$ cat config.mk
export PLATFORM = sky130hd
export DESIGN_NAME = pll_synth_core
export DESIGN_NICKNAME = d
export VERILOG_FILES = /design/src/rtl/pll_synth_pkg.sv /design/src/rtl/pll_ref_div.sv /design/src/rtl/pll_pfd.sv /design/src/rtl/pll_lock_mon.sv /design/src/rtl/pll_synth_core.sv
export SDC_FILE = /design/constraint.sdc
export NUM_CORES = 1
export LEC_CHECK = 0
export BUFFER_PORTS_ARGS = -buffer_cell sky130_fd_sc_hd__buf_2
export CAP_MARGIN = 20
export CORE_UTILIZATION = 50
export CTS_CLUSTER_DIAMETER = 100
export CTS_CLUSTER_SIZE = 40
export DETAILED_ROUTE_END_ITERATION = 10
export PLACE_DENSITY = 0.81
export REMOVE_ABC_BUFFERS = 1
export SLEW_MARGIN = 20
export SYNTH_ARGS = -nofsm -noshare
export SYNTH_HDL_FRONTEND = slang
export SYNTH_SLANG_ARGS = --single-unit
$ cat constraint.sdc
create_clock -name clk -period 2.9 [get_ports clk]
set_input_delay 0.145 -clock clk [delete_from_list [all_inputs] [get_ports clk]]
set_output_delay 0.145 -clock clk [all_outputs]
set_load 0.005 [all_outputs]
$ cat src/rtl/pll_synth_pkg.sv
package pll_synth_pkg;

    localparam int SEL_W  = 3;
    localparam int RDIV_W = 7;

    typedef enum logic [1:0] {
        PUMP_FLOAT = 2'b00,
        PUMP_HIGH  = 2'b01,
        PUMP_LOW   = 2'b10
    } pump_e;

    typedef struct packed {
        logic up;   // oscillator event is pending
        logic dn;   // reference event is pending
    } pfd_state_t;

    // Divide ratio from the 75 kHz timebase for each select code
    function automatic logic [RDIV_W-1:0] ref_ratio(input logic [SEL_W-1:0] sel);
        case (sel)
            3'd1:    return RDIV_W'(25);
            3'd2:    return RDIV_W'(15);
            3'd3:    return RDIV_W'(12);
            3'd4:    return RDIV_W'(6);
            3'd5:    return RDIV_W'(3);
            default: return RDIV_W'(75);
        endcase
    endfunction

    function automatic pump_e pump_encode(input pfd_state_t st, input logic force_float);
        if (force_float)  return PUMP_FLOAT;
        else if (st.up)   return PUMP_HIGH;
        else if (st.dn)   return PUMP_LOW;
        else              return PUMP_FLOAT;
    endfunction

endpackage

$ cat src/rtl/pll_ref_div.sv
module pll_ref_div
    import pll_synth_pkg::*;
(
    input  logic             clk,
    input  logic             rst,
    input  logic             hold,
    input  logic             xtal_tick,
    input  logic [SEL_W-1:0] sel,
    output logic             ref_pulse
);
    logic [RDIV_W-1:0] cnt;
    logic [RDIV_W-1:0] ratio;
    logic              wrap;

    always_comb begin
        ratio = ref_ratio(sel);
        wrap  = xtal_tick && (cnt >= ratio - RDIV_W'(1));
    end

    always_ff @(posedge clk) begin
        if (rst || hold) begin
            cnt       <= '0;
            ref_pulse <= 1'b0;
        end else begin
            ref_pulse <= wrap;
            if (xtal_tick)
                cnt <= wrap ? '0 : cnt + RDIV_W'(1);
        end
    end
endmodule

$ cat src/rtl/pll_pfd.sv
module pll_pfd
    import pll_synth_pkg::*;
(
    input  logic       clk,
    input  logic       rst,
    input  logic       hold,
    input  logic       ref_ev,
    input  logic       osc_ev,
    output pfd_state_t st
);
    pfd_state_t nxt;

    always_comb begin
        nxt.up = st.up | osc_ev;
        nxt.dn = st.dn | ref_ev;
        if (nxt.up && nxt.dn)
            nxt = '0;
    end

    always_ff @(posedge clk) begin
        if (rst || hold) st <= '0;
        else             st <= nxt;
    end
endmodule

$ cat src/rtl/pll_lock_mon.sv
module pll_lock_mon #(
    parameter int DB_W = 8
) (
    input  logic            clk,
    input  logic            rst,
    input  logic            hold,
    input  logic            active,
    input  logic            period_start,
    input  logic [DB_W-1:0] deadband,
    input  logic            clr,
    output logic            unlock
);
    localparam int CW = DB_W + 1;

    logic [CW-1:0] run;
    logic [CW-1:0] base;
    logic [CW-1:0] nxt;
    logic          excess;

    always_comb begin
        base   = period_start ? '0 : run;
        nxt    = (&base) ? base : base + CW'(active);
        excess = !hold && (nxt > {1'b0, deadband});
    end

    always_ff @(posedge clk) begin
        if (rst) begin
            run    <= '0;
            unlock <= 1'b0;
        end else begin
            run <= hold ? '0 : nxt;
            if (excess)   unlock <= 1'b1;
            else if (clr) unlock <= 1'b0;
        end
    end
endmodule

$ cat src/rtl/pll_synth_core.sv
module pll_synth_core
    import pll_synth_pkg::*;
#(
    parameter int DB_W = 8
) (
    input  logic            clk,
    input  logic            rst,
    input  logic            xtal_tick,
    input  logic [2:0]      ref_sel,
    input  logic            osc_pulse,
    input  logic [DB_W-1:0] deadband,
    input  logic            unlock_clr,
    input  logic            halt_mode,
    input  logic            stop_mode,
    input  logic            backup_mode,
    output logic [1:0]      pump_code,
    output logic            ref_pulse,
    output logic            unlock_flag
);
    logic       hold;
    pfd_state_t pfd_st;

    assign hold = halt_mode | stop_mode | backup_mode;

    pll_ref_div u_div (
        .clk       (clk),
        .rst       (rst),
        .hold      (hold),
        .xtal_tick (xtal_tick),
        .sel       (ref_sel),
        .ref_pulse (ref_pulse)
    );

    pll_pfd u_pfd (
        .clk    (clk),
        .rst    (rst),
        .hold   (hold),
        .ref_ev (ref_pulse),
        .osc_ev (osc_pulse),
        .st     (pfd_st)
    );

    pll_lock_mon #(.DB_W(DB_W)) u_lock (
        .clk          (clk),
        .rst          (rst),
        .hold         (hold),
        .active       (pfd_st.up | pfd_st.dn),
        .period_start (ref_pulse),
        .deadband     (deadband),
        .clr          (unlock_clr),
        .unlock       (unlock_flag)
    );

    assign pump_code = pump_encode(pfd_st, hold);
endmodule

# == Word-level counts from Yosys, hierarchy flattened ==
# Cells that the tools add are included.
# totals
word_cells,39
out_inout_bits,4
in_bits,19
register_bits,20
# classes
eq_ne,5
n_lt_le_gt_ge,2
n_mux,9
bitwise,5
addsub,3
reduce_logical,9
# op_table
cell,n
one-hot mux 7 bit (5 select lines),1
two-way mux 9 bit,2
adder 9 x 1 -> 9 bit,1
greater-than comparator 9 x 8 -> 1 bit,1
AND reduction 9 bit,1
adder 7 x 1 -> 7 bit (second input constant),1
>= comparator 7 bit,1
two-way mux 7 bit,1
subtractor 7 x 1 -> 7 bit (second input constant),1
== test 3 x 2 -> 1 bit (second input constant),2
== test 3 bit (second input constant),2
two-way mux 2 bit,3
bitwise OR 1 bit,5
OR reduction 2 bit,2
== test 3 x 1 -> 1 bit (second input constant),1
logical AND 1 bit,3
two-way mux 1 bit,2
nonzero test 2 bit,1
logical NOT 1 bit,1
logical OR 1 bit,1

# == Depth between registers and ports, before layout ==
# Gate-level depths: netlist of the first run.
# logic_depth
depth_word,6
depth_mapped,14
ltp_nobuf,14

# == By module ==
# A second synthesis of the first run with hierarchy kept.
# hier_totals
cells_unflattened,183
area_unflattened_um2,1596.5
# modules_own_cells
mod,seq_area_each_um2,area_each_um2,cells_per_inst,n_inst
pll_lock_mon,200.2,809.5,97,1
pll_ref_div,160.2,684.4,75,1
pll_pfd,40.0,65.1,6,1
pll_synth_core,0.0,37.5,5,1

# == Least setup slack after synthesis of the first run ==
# Ideal clock, no wire load.
# synth_timing
path_kind,flip-flop to flip-flop
start,register u_div.ref_pulse
end,register u_lock.unlock
t_arrival_ps,2271
path_buffers,0
t_required_ps,2770
setup_slack_ps,499
period_less_slack_ps,2401
stages_incl_launch_ff,15
setup_ps,130
path_cell_list,dfxtp_1 > nand2b_4 > inv_1 > ha_1 > ha_1 > nand4b_1 > nor3_1 > xnor2_1 > nor2_1 > ha_1 > o21a_1 > o21ai_0 > a31oi_1 > o221ai_1 > o211ai_1
# synth_via
elab_chain_len,6
elab_cells_between_ends,8
classes_between,add/sub: 1; order compare: 1; mux: 3; reduce/logical: 3
# synth_rtl
item,line,rtl
start: declaration,pll_ref_div.sv:9,output logic ref_pulse
start signal: assignment,pll_ref_div.sv:25,ref_pulse <= wrap;
two-way mux 9 bit (*),pll_lock_mon.sv:21,base = period_start ? '0 : run;
adder 9 x 1 -> 9 bit or AND reduction 9 bit (tied branches),pll_lock_mon.sv:22,nxt = (&base) ? base : base + CW'(active);
two-way mux 9 bit (*),pll_lock_mon.sv:22,
named net u_lock.nxt[6],pll_lock_mon.sv:17,logic [CW-1:0] nxt;
greater-than comparator 9 x 8 -> 1 bit (*),pll_lock_mon.sv:23,"excess = !hold && (nxt > {1'b0, deadband});"
logical AND 1 bit (*),pll_lock_mon.sv:23,
two-way mux 1 bit or nonzero test 2 bit (tied branches),n/a,
end signal: assignment,pll_lock_mon.sv:29,unlock <= 1'b0;
end signal: assignment,pll_lock_mon.sv:32,if (excess) unlock <= 1'b1;
end signal: assignment,pll_lock_mon.sv:33,else if (clr) unlock <= 1'b0;
end: declaration,pll_lock_mon.sv:11,output logic unlock
# Mark *: on every way through the listed nets, which the timed path passes. The rest lies on a longest branch.
# A chain may end at the register's enable or synchronous reset.

# == Worst setup path in the final report of the first run ==
# layout_timing
start,register u_pfd.st[1] (netlist bit)
end,register u_lock.unlock
# layout_via
elab_chain_len,6
elab_cells_between_ends,7
classes_between,add/sub: 1; order compare: 1; mux: 2; bitwise: 1; reduce/logical: 2
# layout_rtl
item,line,rtl
start: declaration,pll_pfd.sv:9,output pfd_state_t st
start signal: assignment,pll_pfd.sv:22,else st <= nxt;
bitwise OR 1 bit (*),pll_synth_core.sv:47,".active (pfd_st.up | pfd_st.dn),"
adder 9 x 1 -> 9 bit (*),pll_lock_mon.sv:22,
two-way mux 9 bit (*),pll_lock_mon.sv:22,
named net u_lock.nxt[6],pll_lock_mon.sv:17,
greater-than comparator 9 x 8 -> 1 bit (*),pll_lock_mon.sv:23,
logical AND 1 bit (*),pll_lock_mon.sv:23,
two-way mux 1 bit or nonzero test 2 bit (tied branches),n/a,
# Marks and branches as above.

==> results of run 1 <==
## stage by stage
step | area (sq um) | std cells | setup slack, ns | util (%)
3_5_place_dp | 1570 | 220 | 0.279 | 57.6
2_1_floorplan | 1410 | 165 | 0.312 | -
3_3_place_gp | 1570 | 220 | 0.402 | 57.6
6_report | 1600 | 223 | 0.277 | 58.4
4_1_cts | 1600 | 223 | 0.258 | 58.4
5_1_grt | 1600 | 223 | 0.0596 | 58.4
## layout by cell type, fill, tap and decap left out, types with 3 or more instances in the layout
cell      instances
nand2_1           8
inv_1            10
nand2b_1          8
o21ai_0           3
xor2_1            3
and2_1            5
buf_2            22
nor4_1            3
nand3_1           3
nor3_1           10
ha_1             19
clkbuf_4          3
nand4_1           6
dfxtp_1          20
a21oi_1           6
nor2_1           18
xnor2_1           6
nor2b_1           4
## sequential cells by signal (all words and copies together), names as in the netlist
register	flops
u_pfd.st	2
u_div.ref_pulse	1
u_lock.run	9
u_lock.unlock	1
u_div.cnt	7
## final cells by class
| class | count | area, sq um | share of cell area (%) |
|---|---|---|---|
| clock buffer | 3 | 22.5 | 1.41 |
| inverter | 11 | 41.3 | 2.59 |
| multi-input combinational | 134 | 968 | 60.7 |
| sequential | 20 | 400 | 25.1 |
| tap | 31 | 38.8 | 2.43 |
| timing repair buffer | 24 | 125 | 7.84 |
## where the power goes
part	internal, uW	total [uW]	switching [uW]
Clock	48.5	131	82.7
Sequential	275	276	0.498
Combinational	26.7	55.6	28.9
## path summary, 6_finish.rpt
kind                                              from                    endpoint  cells past startpoint
worst max-delay path            u_pfd.st[1]$_SDFF_PP0_  u_lock.unlock$_SDFFE_PP0P_                     13
worst min-delay path                         osc_pulse      u_pfd.st[0]$_SDFF_PP0_                      4
worst max register to register  u_pfd.st[1]$_SDFF_PP0_  u_lock.unlock$_SDFFE_PP0P_                     13
worst min register to register  u_pfd.st[0]$_SDFF_PP0_      u_pfd.st[1]$_SDFF_PP0_                      1
## routing by layer
| layer | up-vias | share of wire [%] | GRT usage (%) |
|---|---|---|---|
| li1 | 648 | - | - |
| met1 | 602 | 41 | 21.6 |
| met2 | 15 | 56 | 41.8 |
| met3 | 7 | 1.8 | 2.11 |
| met4 | 0 | 1.8 | 8.21 |
| met5 | - | 0 | 0 |
## kinds of logic (layout without fill, tap and decap cells)
logic type,after synthesis,after routing,synth area share [%]
simple gates,80,80,33.2
flops,20,20,28.0
compound gates,23,23,10.8
other cells,1,1,0.263
xor+xnor,9,9,5.52
buf+inv,15,38,4.12
fa+ha+maj,19,19,16.7
mux,2,2,1.40
## critical path, stage by stage, from the launching register on
cell	delay [ns]
dfxtp_1	0.34
or2_2	0.29
ha_1	0.21
ha_1	0.20
nand4b_1	0.16
nor3_1	0.09
xnor2_1	0.20
nor2_1	0.06
ha_1	0.30
o21a_1	0.12
o21ai_0	0.15
a31oi_1	0.06
o221ai_1	0.19
o211ai_1	0.12
## cells in the mapped netlist, drive strengths merged (2+ instances only)
master,instances
a211oi,3
nor4,4
nand3,3
mux2i,2
nand2b,9
xor2,3
buf,2
xnor2,6
or2,3
clkbuf,2
nor2,18
a31oi,2
and2,5
nor3,10
nand4,6
nand2,8
a21oi,6
nand4b,3
nor2b,5
inv,11
and2b,2
dfxtp,20
o21ai,5
ha,19
==> qor.csv, run 1 <==
stage;metric;value;unit
setup_path;worst-path maximum fanout;4;
setup_path;crit start category;flip-flop;
synth;Syn Std Cell Area;1430;sq um
timing;worst hold slack;0.110;ns
setup_path;arrival time at the worst endpoint;2.80;ns
timing;Final setup viols;0;
floorplanning;# IOs;23;
synth;Post-Synthesis Cells;169;
min_path;HP Class;input pin to flip-flop;
floorplanning;Die Span X;55.4;um
global_routing;vias in the first global route;1285;
synth;synthesized area per cell;8.45;sq um
cells_and_area;layout cell share with drive strength beyond 1;17.7;%
clocking;CTS Root Cell;clkbuf_4;
floorplanning;Core Region;2730;sq um
drt;via count;1272;
clocking;later-pin clock latency in the skew report;0.30;ns
place;PortBufs;22;
cells_and_area;Ant. Diodes;0;
drt;Post-route DRC;0;
timing;fin crit period;2.62;ns
setup_path;CP Data Required Time;3.07;ns
synth;predominant post-synthesis flop cell;dfxtp_1;
timing;max-slew violation count;0;
clocking;Reg clk slew, reported paths;0.11;ns
clocking;clock sinks;20;
pwr;Leak;0.000757;uW
synth;synth warn;0;
global_routing;gr usage total;20.8;%
clocking;CTS Buf Count;3;
global_routing;first-pass GRT wire length;5.15;mm
drt;routed wire length per instance;13.5;um
timing;FMAX;381;MHz
setup_path;r2r setup slk;0.28;ns
drt;Vias/cell;5.70;
clocking;post-CTS resize count;0;
timing;Max transition margin;64.6;%
pwr;Pwr Total;462;uW
floorplanning;Initial Util;52.2;%
timing;slew at the pin closest to its max-slew limit;0.531;ns
global_routing;largest net degree at the start of global routing;17;
cells_and_area;Fillers;247;
global_routing;grt ovf;0;
synth;Yosys reg bits;20;
timing;TNS Setup;0;ns
clocking;Post-CTS Hold Buffers;0;
timing;RSZ-0062 raised after global routing;no;
clocking;Post-CTS Setup Repair Bufs;0;
synth;Seq/Total Area, Yosys;28.0;%
timing;Final Hold Violating Endpoints;0;
setup_path;WS Path Type;flip-flop to flip-flop;
pwr;Cell Pwr Density;290;nW/um^2
drt;DRT iter0 DRCs;50;
place;Post-DP HPWL;2.43;mm
synth;post-synth top area cell;dfxtp_1;
timing;Tcrit/Tclk final;90.4;%
floorplanning;row cnt;19;
clocking;H-tree levels;1;
synth;Async SR Flop Fraction;0;%
setup_path;Setup crit end kind;flip-flop;
place;Final Wtd Congestion;0.810;
clocking;clk buf depth;2;
drt;First-pass DRT Iterations;6;
synth;Post-synth EDFFs;0;
global_routing;initial antenna violation count;0;
drt;final WL;3.01;mm
synth;post-synthesis cell type count;44;
timing;Setup Skew;0.000461;ns
synth;top cells by area, synth;dfxtp_1, ha_1, nor2_1, xnor2_1, nand2b_1;
synth;area share of the largest cell type after synthesis;28.0;%
pwr;Worst VDD drop;0.000195;V
clocking;CTS tree;built;
job;Max-Cap Viols;0;
drt;post-route ant nets;0;
floorplanning;Die ar.;3070;sq um
cells_and_area;final net count;232;
status;outcome;completed;
floorplanning;die height;55.4;um
cells_and_area;P&R area growth vs syn;11.8;%
(Power assumes the default switching activity.)
==> inputs of run 2 (changes only) <==
--- a/config.mk
+++ b/config.mk
@@ -5,13 +5,14 @@
 export SDC_FILE = /design/constraint.sdc
 export NUM_CORES = 1
 export LEC_CHECK = 0
+export ABC_AREA = 1
 export BUFFER_PORTS_ARGS = -buffer_cell sky130_fd_sc_hd__buf_2
 export CAP_MARGIN = 20
 export CORE_UTILIZATION = 50
 export CTS_CLUSTER_DIAMETER = 100
 export CTS_CLUSTER_SIZE = 40
 export DETAILED_ROUTE_END_ITERATION = 10
-export PLACE_DENSITY = 0.81
+export PLACE_DENSITY = 0.8
 export REMOVE_ABC_BUFFERS = 1
 export SLEW_MARGIN = 20
 export SYNTH_ARGS = -nofsm -noshare
==> run 2 against run 1 <==
  * The run now ends with DRC left
  * Sequential cell count stayed put
  * Clock skew grew 0.0018 ns
  * Total power rose by 7.5%
  * Critical path depth increased by 5
  * Largest power group unchanged
==> qor.csv, run 2 <==
stage;metric;value;unit;change
status;outcome;finished, violations left;;
status;failing checks;DRC;;
drt;Vias/cell;4.99;;-12%
place;Final Wtd Congestion;0.844;;+4.1%
pwr;Pint;379;uW;+8.2%
timing;Final setup viols;0;;unchanged
setup_path;Critical Path, Cell by Cell;nor2_1 -> ha_1 -> ha_1 -> inv_1 -> nor2_2 -> xor2_1 -> nand2_1 -> ha_1 -> nand2_1 -> nor2_1 -> nand2_1 -> nand3_1 -> nand2_1 -> nand2_1 -> nand2_1 -> nand2_1 -> nand2_1 -> nand2_1;;
synth;area share of the largest cell type after synthesis;25.9;%;-2.2 points
clocking;later-pin clock latency in the skew report;0.29;ns;about the same
global_routing;initial antenna violation count;0;;unchanged
timing;Final Hold Violating Endpoints;0;;unchanged
clocking;Post-CTS Hold Buffers;0;;unchanged
clocking;CTS tree;built;;
drt;post-route ant nets;0;;unchanged
synth;post-synth top area cell;dfxtp_1;;
global_routing;first-pass GRT wire length;4.99;mm;-3.2%
floorplanning;Die ar.;3320;sq um;+8.0%
synth;post-synthesis cell type count;34;;-23%
drt;final WL;2.86;mm;-4.9%
drt;via count;1358;;+6.8%
setup_path;CP peak stage delay;0.43;ns;+0.09 ns
setup_path;crit start category;flip-flop;;
clocking;CTS Root Cell;clkbuf_4;;
timing;TNS Setup;0;ns;unchanged
setup_path;CP Buf/Inv Count;1;;+1
pwr;Flop pwr share;55.5;%;-4.1 points
setup_path;CP max-delay cell;dfxtp_1;;
job;Max-Cap Viols;0;;unchanged
timing;FMAX;392;MHz;+2.8%
clocking;post-CTS resize count;0;;unchanged
pwr;sw power;118;uW;+5.4%
setup_path;Setup crit end kind;flip-flop;;
setup_path;reg2reg end;u_lock.unlock$_SDFFE_PP0P_;;
synth;Seq/Total Area, Yosys;25.9;%;-2.2 points
cells_and_area;highest-count cells in the layout ignoring fill and taps;nand2_1, inv_1, nor2_1;;
drt;First-pass DRT Iterations;7;;+1
floorplanning;Initial Util;54.2;%;+2.0 points
cells_and_area;final net count;280;;+21%
drt;Post-route DRC;2;;+2
timing;Setup Skew;0.00226;ns;+0.00180 ns
global_routing;grt ovf;0;;unchanged
min_path;HP Class;input pin to flip-flop;;
synth;synthesized area per cell;7.13;sq um;-16%
synth;synth cell count leaders;nand2_1, inv_1, nor2_1, dfxtp_1, ha_1;;
setup_path;CP Launch Point;u_div.ref_pulse$_SDFF_PP0_;;
global_routing;largest net degree at the start of global routing;13;;-4
floorplanning;row cnt;19;;unchanged
cells_and_area;Top reg by flops;u_lock.run;;
clocking;clk buf depth;2;;unchanged
pwr;Leak;0.000907;uW;+20%
floorplanning;# IOs;23;;unchanged
setup_path;Crit path depth;18;;+5
synth;Post-Synthesis Cells;217;;+28%
timing;max-slew violation count;0;;unchanged
place;placed cells;268;;+22%
setup_path;WS Path Type;flip-flop to flip-flop;;
cells_and_area;largest registers;u_lock.run (9), u_div.cnt (7), u_pfd.st (2);;
timing;fin crit period;2.55;ns;-0.0726 ns
setup_path;reg-to-reg startpoint;u_div.ref_pulse$_SDFF_PP0_;;
cells_and_area;max reg flops;9;;unchanged
synth;Async SR Flop Fraction;0;%;unchanged
timing;RSZ-0062 raised after global routing;no;;
synth;Post-synth EDFFs;0;;unchanged
pwr;Clk pwr share;32.1;%;+3.7 points
clocking;Reg clk slew, reported paths;0.11;ns;about the same
place;Post-DP HPWL;2.39;mm;-1.7%
pwr;Cell Pwr Density;288;nW/um^2;-0.38%
cells_and_area;commonest non-fill, non-tap cell in the layout;nand2_1;;
setup_path;Worst R2R Path Depth;18;;+5
setup_path;r2r setup slk;0.35;ns;+0.07 ns
cells_and_area;P&R area growth vs syn;11.4;%;
synth;synth warn;0;;unchanged
clocking;CTS Buf Count;3;;unchanged
global_routing;vias in the first global route;1211;;-5.8%
global_routing;gr usage total;18.9;%;-1.9 points
timing;Tcrit/Tclk final;87.9;%;-2.5 points
clocking;Post-CTS Setup Repair Bufs;0;;unchanged
clocking;H-tree levels;1;;unchanged
setup_path;Setup crit end;u_lock.unlock$_SDFFE_PP0P_;;
pwr;Worst VDD drop;0.000138;V;-29%
synth;count leader, synth;nand2_1;;
cells_and_area;Non-Filler Instances;272;;+22%
floorplanning;Die Span X;57.6;um;+3.9%
clocking;clock sinks;20;;unchanged
setup_path;worst-path maximum fanout;8;;+4
pwr;switching share of power;23.8;%;-0.49 points
setup_path;Largest delay share family, worst path;simple AND/OR/NAND/NOR gates;;
place;PortBufs;22;;unchanged
synth;Yosys reg bits;20;;unchanged
pwr;Comb power frac;12.4;%;+0.4 points
synth;Syn Std Cell Area;1550;sq um;+8.3%
synth;predominant post-synthesis flop cell;dfxtp_1;;
setup_path;crit-path most repeated cell;nand2_1;;
drt;DRT iter0 DRCs;45;;-10%
floorplanning;Core Region;2850;sq um;+4.3%
setup_path;CP Data Required Time;3.15;ns;+0.08 ns
cells_and_area;Ant. Diodes;0;;unchanged
floorplanning;die height;57.6;um;+3.9%
drt;routed wire length per instance;10.5;um;-22%
cells_and_area;layout cell share with drive strength beyond 1;19.1;%;+1.4 points
synth;top cells by area, synth;dfxtp_1, ha_1, nand2_1, inv_1, nor2_1;;
setup_path;arrival time at the worst endpoint;2.80;ns;about the same
## run 2: per-layer routing
metal	GRT usage [%]	up-vias	share of wire [%]
met5	0	-	0
li1	-	741	-
met2	30.9	18	43
met3	2.01	2	1.9
met4	4.18	0	0.63
met1	27.0	597	54
## run 2: stage by stage
| stage | utilization, % | total power [uW] | area (sq um) | hold slack (ns) | worst slack (ns) |
|---|---|---|---|---|---|
| final | 60.4 | 497 | 1720 | 0.123 | 0.350 |
| after global routing | 60.4 | 526 | 1720 | 0.106 | 0.0548 |
| after CTS | 60.4 | 502 | 1720 | 0.110 | 0.372 |
| after detailed placement | 59.1 | 343 | 1690 | 0.435 | 0.409 |
| after global placement | 59.1 | 342 | 1690 | 0.427 | 0.448 |
| after floorplan | - | 321 | 1540 | 0.288 | 0.698 |
## run 2: cells by family (layout without fill, tap and decap cells)
kind of cell,Yosys count,count (layout),synth area share [%]
simple gates,104,104,33.8
buf+inv,41,65,10.2
compound gates,20,20,7.61
flops,20,20,25.9
fa+ha+maj,19,19,15.4
xor+xnor,11,11,6.23
other cells,1,1,0.242
mux,1,1,0.647
## run 2: worst min path at each step
stage / end / from / slack, ns / depth (start not counted)
floorplan: u_div.ref_pulse$_SDFF_PP0_ / xtal_tick / 0.29 / 2
global placement: u_pfd.st[0]$_SDFF_PP0_ / osc_pulse / 0.43 / 3
detailed placement: u_pfd.st[0]$_SDFF_PP0_ / osc_pulse / 0.44 / 3
CTS: u_pfd.st[0]$_SDFF_PP0_ / osc_pulse / 0.11 / 3
global route: u_pfd.st[0]$_SDFF_PP0_ / osc_pulse / 0.11 / 3
finish: u_pfd.st[0]$_SDFF_PP0_ / osc_pulse / 0.12 / 3
## run 2: cell type report
type / instances / area, sq um
Sequential cell: 20 / 400
Inverter: 39 / 149
Clock buffer: 4 / 36.3
Tap cell: 31 / 38.8
Timing Repair Buffer: 22 / 110
Multi-Input combinational cell: 156 / 988
Fill cell: 271 / 1130
## run 2: power groups by stage
| stage | clock [uW] | sequential (uW) | combinational, uW |
|---|---|---|---|
| floorplan | 0 | 282 | 39.5 |
| global placement | 0 | 282 | 60.2 |
| detailed placement | 0 | 282 | 61.6 |
| CTS | 164 | 276 | 61.9 |
| global route | 179 | 276 | 71.5 |
| finish | 160 | 276 | 61.7 |
## run 2: worst register-to-register path, stage by stage (launching register included)
cell	delay [ns]
dfxtp_1	0.43
nor2_1	0.15
ha_1	0.20
ha_1	0.20
inv_1	0.07
nor2_2	0.17
xor2_1	0.23
nand2_1	0.09
ha_1	0.29
nand2_1	0.08
nor2_1	0.15
nand2_1	0.08
nand3_1	0.09
nand2_1	0.05
nand2_1	0.05
nand2_1	0.04
nand2_1	0.05
nand2_1	0.04
nand2_1	0.05
